$ cat src/rtl/cpu_regs_pkg.sv
package cpu_regs_pkg;
  localparam int unsigned NUM_CR = 13;
  localparam int unsigned CRI_W  = 5;
  localparam int unsigned SEL_BIT = 1;

  localparam int unsigned IDX_STAT  = 0;
  localparam int unsigned IDX_VBASE = 1;
  localparam int unsigned IDX_XSTAT = 2;
  localparam int unsigned IDX_FSTAT = 3;
  localparam int unsigned IDX_XPC   = 4;
  localparam int unsigned IDX_FPC   = 5;
  localparam int unsigned IDX_SCR0  = 6;
  localparam int unsigned IDX_GCTL  = 11;
  localparam int unsigned IDX_GSTAT = 12;

  function automatic logic cr_idx_legal(input logic [CRI_W-1:0] idx);
    return idx < CRI_W'(NUM_CR);
  endfunction

  function automatic logic cr_hit(input logic [CRI_W-1:0] idx, input int unsigned slot);
    return idx == CRI_W'(slot);
  endfunction
endpackage

$ cat src/rtl/gpr_bank.sv
module gpr_bank #(
  parameter int unsigned XLEN  = 32,
  parameter int unsigned NREGS = 16,
  localparam int unsigned AW   = $clog2(NREGS)
) (
  input  logic            clk,
  input  logic            rst_n,
  input  logic            we,
  input  logic [AW-1:0]   waddr,
  input  logic [XLEN-1:0] wdata,
  input  logic [AW-1:0]   ra,
  input  logic [AW-1:0]   rb,
  output logic [XLEN-1:0] rda,
  output logic [XLEN-1:0] rdb
);
  logic [XLEN-1:0] regs_q [NREGS];

  always_ff @(posedge clk or negedge rst_n) begin
    if (!rst_n) begin
      for (int i = 0; i < int'(NREGS); i++) regs_q[i] <= '0;
    end else if (we) begin
      regs_q[waddr] <= wdata;
    end
  end

  assign rda = regs_q[ra];
  assign rdb = regs_q[rb];
endmodule

$ cat src/rtl/event_arb.sv
module event_arb (
  input  logic exc_req,
  input  logic fiq_req,
  output logic take_exc,
  output logic take_fiq
);
  assign take_fiq = fiq_req;
  assign take_exc = exc_req && !fiq_req;
endmodule

$ cat src/rtl/ctrl_space.sv
module ctrl_space
  import cpu_regs_pkg::*;
#(
  parameter int unsigned XLEN = 32
) (
  input  logic             clk,
  input  logic             rst_n,
  input  logic [CRI_W-1:0] cr_idx,
  input  logic             cr_rd_en,
  input  logic             cr_wr_en,
  input  logic [XLEN-1:0]  cr_wr_data,
  input  logic [XLEN-1:0]  pc_in,
  input  logic             take_exc,
  input  logic             take_fiq,
  output logic [XLEN-1:0]  cr_rd_data,
  output logic [XLEN-1:0]  psr,
  output logic [XLEN-1:0]  vbr,
  output logic [XLEN-1:0]  epsr,
  output logic [XLEN-1:0]  epc,
  output logic [XLEN-1:0]  fpsr,
  output logic [XLEN-1:0]  fpc,
  output logic             bad
);
  logic [XLEN-1:0] cr_v [NUM_CR];
  logic            bad_q;

  for (genvar s = 0; s < int'(NUM_CR); s++) begin : g_cr
    logic [XLEN-1:0] q;
    logic [XLEN-1:0] nxt;
    logic            upd;
    always_comb begin
      upd = cr_wr_en && cr_hit(cr_idx, s);
      nxt = cr_wr_data;
      if (s == int'(IDX_XSTAT) && take_exc) begin upd = 1'b1; nxt = cr_v[IDX_STAT]; end
      if (s == int'(IDX_XPC)   && take_exc) begin upd = 1'b1; nxt = pc_in; end
      if (s == int'(IDX_FSTAT) && take_fiq) begin upd = 1'b1; nxt = cr_v[IDX_STAT]; end
      if (s == int'(IDX_FPC)   && take_fiq) begin upd = 1'b1; nxt = pc_in; end
    end
    always_ff @(posedge clk or negedge rst_n) begin
      if (!rst_n)   q <= '0;
      else if (upd) q <= nxt;
    end
    assign cr_v[s] = q;
  end

  always_comb begin
    cr_rd_data = '0;
    for (int i = 0; i < int'(NUM_CR); i++)
      if (cr_hit(cr_idx, i)) cr_rd_data = cr_v[i];
  end

  always_ff @(posedge clk or negedge rst_n) begin
    if (!rst_n) bad_q <= 1'b0;
    else        bad_q <= (cr_rd_en || cr_wr_en) && !cr_idx_legal(cr_idx);
  end

  assign bad  = bad_q;
  assign psr  = cr_v[IDX_STAT];
  assign vbr  = cr_v[IDX_VBASE];
  assign epsr = cr_v[IDX_XSTAT];
  assign epc  = cr_v[IDX_XPC];
  assign fpsr = cr_v[IDX_FSTAT];
  assign fpc  = cr_v[IDX_FPC];
endmodule

$ cat src/rtl/cpu_reg_state.sv
module cpu_reg_state
  import cpu_regs_pkg::*;
#(
  parameter int unsigned XLEN  = 32,
  parameter int unsigned NGPR  = 16,
  localparam int unsigned GW   = $clog2(NGPR),
  localparam int unsigned NBANK = 2
) (
  input  logic             clk,
  input  logic             rst_n,
  input  logic [GW-1:0]    rd_a_idx,
  output logic [XLEN-1:0]  rd_a_data,
  input  logic [GW-1:0]    rd_b_idx,
  output logic [XLEN-1:0]  rd_b_data,
  input  logic             wr_en,
  input  logic [GW-1:0]    wr_idx,
  input  logic [XLEN-1:0]  wr_data,
  input  logic [CRI_W-1:0] cr_idx,
  input  logic             cr_rd_en,
  input  logic             cr_wr_en,
  input  logic [XLEN-1:0]  cr_wr_data,
  output logic [XLEN-1:0]  cr_rd_data,
  input  logic [XLEN-1:0]  pc_in,
  input  logic             exc_req,
  input  logic             fiq_req,
  output logic [XLEN-1:0]  psr_out,
  output logic [XLEN-1:0]  vbr_out,
  output logic             cr_bad
);
  logic            exc_take, fiq_take;
  logic [XLEN-1:0] epsr_w, epc_w, fpsr_w, fpc_w;
  logic            bank_sel;
  logic [XLEN-1:0] bank_rda [NBANK];
  logic [XLEN-1:0] bank_rdb [NBANK];

  event_arb u_arb (
    .exc_req (exc_req),
    .fiq_req (fiq_req),
    .take_exc(exc_take),
    .take_fiq(fiq_take)
  );

  ctrl_space #(.XLEN(XLEN)) u_cr (
    .clk       (clk),
    .rst_n     (rst_n),
    .cr_idx    (cr_idx),
    .cr_rd_en  (cr_rd_en),
    .cr_wr_en  (cr_wr_en),
    .cr_wr_data(cr_wr_data),
    .pc_in     (pc_in),
    .take_exc  (exc_take),
    .take_fiq  (fiq_take),
    .cr_rd_data(cr_rd_data),
    .psr       (psr_out),
    .vbr       (vbr_out),
    .epsr      (epsr_w),
    .epc       (epc_w),
    .fpsr      (fpsr_w),
    .fpc       (fpc_w),
    .bad       (cr_bad)
  );

  assign bank_sel = psr_out[SEL_BIT];

  for (genvar b = 0; b < int'(NBANK); b++) begin : g_bank
    logic bank_we;
    assign bank_we = wr_en && (bank_sel == b[0]);
    gpr_bank #(.XLEN(XLEN), .NREGS(NGPR)) u_bank (
      .clk  (clk),
      .rst_n(rst_n),
      .we   (bank_we),
      .waddr(wr_idx),
      .wdata(wr_data),
      .ra   (rd_a_idx),
      .rb   (rd_b_idx),
      .rda  (bank_rda[b]),
      .rdb  (bank_rdb[b])
    );
  end

  assign rd_a_data = bank_rda[bank_sel];
  assign rd_b_data = bank_rdb[bank_sel];
endmodule

$ cat config.mk
export PLATFORM = sky130hd
export DESIGN_NAME = cpu_reg_state
export DESIGN_NICKNAME = d
export VERILOG_FILES = /design/src/rtl/cpu_regs_pkg.sv /design/src/rtl/gpr_bank.sv /design/src/rtl/event_arb.sv /design/src/rtl/ctrl_space.sv /design/src/rtl/cpu_reg_state.sv
export SDC_FILE = /design/constraint.sdc
export NUM_CORES = 2
export LEC_CHECK = 0
export ABC_CLOCK_PERIOD_IN_PS = 3000
export BUFFER_PORTS_ARGS = -buffer_cell sky130_fd_sc_hd__clkbuf_2
export CAP_MARGIN = 0
export CORE_UTILIZATION = 55
export CTS_CLUSTER_SIZE = 30
export DETAILED_ROUTE_END_ITERATION = 12
export HOLD_SLACK_MARGIN = 0.12
export PLACE_DENSITY_LB_ADDON = 0.25
export SETUP_SLACK_MARGIN = 0.02
export SLEW_MARGIN = 20
export SYNTH_ARGS = -nofsm -noshare
export SYNTH_HDL_FRONTEND = slang
export SYNTH_HIERARCHICAL = 1
export SYNTH_SLANG_ARGS = --single-unit
$ cat constraint.sdc
create_clock -name clk -period 3 [get_ports clk]
set_input_delay 0.3 -clock clk [delete_from_list [all_inputs] [get_ports clk]]
set_output_delay 0.3 -clock clk [all_outputs]
set_load 0.01 [all_outputs]
==> metrics <==
Slew headroom 25.4%; FFs w/ async S/R, synth 100%; cell type with the largest total area after synthesis sky130_fd_sc_hd__dfrtp_1; Clk Tree Root Cell sky130_fd_sc_hd__clkbuf_16; EDFF count, synth 0; highest clock rate 0.333 GHz; run status complete, but fails checks; Final Routed Wirelength 253 mm; overall die width 371 um; kind of capture point of the worst setup path primary output; FF+latch count, synth 1441; global-route wire length before repair 368 mm; clk sinks 1441; ys flop type sky130_fd_sc_hd__dfrtp_1; area delta synth->final 15.5%; post-synthesis cell type count 72; Post-Syn Instances 5274; clock latency at the later pin of the worst-skew pair 0.81 ns; Place WS -0.0142 ns; Fill cells 9858; worst hold path cell count 3; detailed-routing iteration count for the pre-antenna-repair pass 8; violations in the final reports negative setup slack; number of warning messages in the yosys log 6; layout cells sized above 1 49.5%; worst-case reg-to-reg path depth 5; Hold Path End u_cr/fpsr[11]$_DFFE_PN0P_; vias in the first global route 53100; GRT Util Overall 37.1%; total number of vias 52200; top cell types by occurrence after synthesis 1441 x sky130_fd_sc_hd__dfrtp_1, 1293 x sky130_fd_sc_hd__mux2_2, 512 x sky130_fd_sc_hd__mux4_2; number of buffers created by CTS 157; Max Cap Viol 0; unrepaired setup endpoints after global routing true; Final Skew 0.0217 ns; setup violators final 1; Hold Violations, Final 0; syn_nets 5394; final period utilization 100%; Pwr Density 663 nW/um^2; effective utilization at floorplan 55.7%; H-tree Lvls 4; combined flip-flop and latch cell area 36100 um^2; full die area 137000 um^2; hold crit path type primary input to flop; synthesized area 74700 um^2; final weighted congestion of routability-driven global placement 1.05; Core Util, Final 64.3%; hold path startpoint cr_wr_data[11]; Worst Path Arrival 2.70 ns; total gr overflow 0; count leader, synth sky130_fd_sc_hd__dfrtp_1; count of input and output buffers 280; Least-Margin Pin Slew 1.12 ns; top-level port count 281; Multi-input gate area 36600 um^2; Detailed Place HPWL 165 mm; reg-to-reg endpoint g_bank[1].u_bank/regs_q[498]$_DFFE_PN0P_; height of the die 371 um; maximum resistive drop on vdd 597 uV; Mapped Avg Cell Area 14.2 um^2; time the final worst path needs with I/O delays and setup 3.00 ns; number of pins with negative max-slew slack in the final report 0; leading post-synthesis cells by cell area sky130_fd_sc_hd__dfrtp_1 48%, sky130_fd_sc_hd__mux2_2 19%, sky130_fd_sc_hd__mux4_2 15%; portion of synthesized cell area occupied by the leading cell type 48.3%; number of antenna violations at the first check in global routing 18; share of the yosys chip area belonging to registers 48.3%; via density per instance 6.94; Core Box Area 134000 um^2; clock-pin slew reported for the worst setup and hold paths after clock tree synthesis 0.06 ns; path type of the worst setup path primary input to primary output; post-route antenna net violation count 0; WP data required 2.70 ns; number of placement rows 134; DR iter-0 viols 5417; Reg2Reg Setup Slack 0.37 ns; pin count of the biggest net entering global routing 129; leakage power figure 38.7 nW; number of remaining DRC errors 0; TritonCTS clock tree yes; setup TNS after final layout -0.00392 ns; nature of the critical path startpoint primary input; critical-path maximum fanout 16; critical register-to-register path startpoint u_cr/psr[1]$_DFFE_PN0P_; deepest clock path buffer count 3; Setup WS post-layout -0.00392 ns; Layout Nets 5737; routed wire length per instance 33.7 um
-- worst max-delay path, stage by stage --
cell,delay [ns]
sky130_fd_sc_hd__clkbuf_2,0.26
sky130_fd_sc_hd__or3_1,0.60
sky130_fd_sc_hd__nor2_4,0.38
sky130_fd_sc_hd__a2bb2oi_1,0.12
sky130_fd_sc_hd__a31oi_1,0.44
sky130_fd_sc_hd__or3_1,0.38
sky130_fd_sc_hd__clkbuf_2,0.20
-- flip-flops by register name (all words and copies together) (netlist names) --
name                  count
u_cr/bad                  1
u_cr/epsr                32
u_cr/psr                 32
u_cr/vbr                 32
u_cr/epc                 32
u_cr/g_cr.q             224
g_bank.u_bank/regs_q   1024
u_cr/fpc                 32
u_cr/fpsr                32
-- cell usage in the layout, fill, tap and decap left out, types with 20 or more instances in the layout --
cell type,count
sky130_fd_sc_hd__dfrtp_1,1438
sky130_fd_sc_hd__mux2_2,1293
sky130_fd_sc_hd__mux4_2,512
sky130_fd_sc_hd__nand2_1,302
sky130_fd_sc_hd__a22oi_1,275
sky130_fd_sc_hd__clkbuf_2,271
sky130_fd_sc_hd__buf_4,243
sky130_fd_sc_hd__o21ai_0,179
sky130_fd_sc_hd__clkbuf_16,162
sky130_fd_sc_hd__mux2i_1,149
sky130_fd_sc_hd__buf_12,107
sky130_fd_sc_hd__dlygate4sd3_1,82
sky130_fd_sc_hd__a21oi_1,77
sky130_fd_sc_hd__mux2_4,68
sky130_fd_sc_hd__nor2_1,38
sky130_fd_sc_hd__clkbuf_1,34
sky130_fd_sc_hd__o21ai_1,34
sky130_fd_sc_hd__clkbuf_8,33
sky130_fd_sc_hd__o22ai_1,28
sky130_fd_sc_hd__clkinv_2,26
sky130_fd_sc_hd__nor2_4,20
sky130_fd_sc_hd__a2bb2oi_1,20
-- how the worst max path moves through the flow --
stage               cells after the start                                       end                startpoint
floorplan                               8  g_bank[0].u_bank/regs_q[501]$_DFFE_PN0P_   u_cr/psr[1]$_DFFE_PN0P_
global placement                        9                            cr_rd_data[14]                 cr_idx[2]
detailed placement                      9                            cr_rd_data[14]                 cr_idx[2]
CTS                                     7                             cr_rd_data[8]  u_cr/epsr[8]$_DFFE_PN0P_
global route                            8                            cr_rd_data[10]                 cr_idx[2]
finish                                  7                            cr_rd_data[13]                 cr_idx[2]
-- routing by layer --
layer / track usage [%] / routed length, um / up-vias
met5: 0 / 75 / -
met4: 22.6 / 17700 / 12
met3: 10.7 / 26400 / 839
met2: 56.8 / 116000 / 2990
met1: 46.8 / 92900 / 27400
li1: - / - / 20900
-- through the flow --
stage	total power [mW]	hold WS (ns)	instance area, um^2	cells
3_3_place_gp	37.1	0.270	80200	7137
5_1_grt	59.2	0.164	86300	7509
3_5_place_dp	37.7	0.272	80200	7137
2_1_floorplan	33.0	0.00441	74700	5274
6_report	57.2	0.163	86300	7514
4_1_cts	57.1	0.135	86200	7496
-- logic make-up (layout without fill, tap and decap cells) --
group	after synthesis	count (layout)	share of synthesized area, %
other	0	12	0
AOI/OAI and AO/OA	762	762	6.85
muxes	2040	2040	38.6
DFF	1441	1441	48.3
and+or+nand+nor	502	502	3.13
buffers and inverters	529	989	3.18
-- power by group --
part           internal (mW)  total [mW]  switching (mW)
Combinational           6.61        12.0            5.36
Sequential              23.1        25.9            2.87
Clock                   11.1        19.3            8.13
-- what timing repair did --
item / CTS / global route
gates cloned: 0 / 0
pin swaps: 0 / 2
endpoints found under the hold margin: 1367 / 0
setup endpoints to repair: 22 / 10
resized for setup: 12 / 10
setup buffers: 0 / 6
hold buffers: 83 / 0
-- layout make-up --
class | count | share of cell area, %
clock inverters | 47 | 0.500
well taps | 1768 | 2.56
clock buffers | 229 | 5.37
multi-input cells | 3304 | 42.5
repair buffers | 711 | 7.25
flip-flops and latches | 1441 | 41.8
diodes | 12 | 0.0348
inverters | 2 | 0.00870
Note: power is estimated with default switching activity, not from simulation.
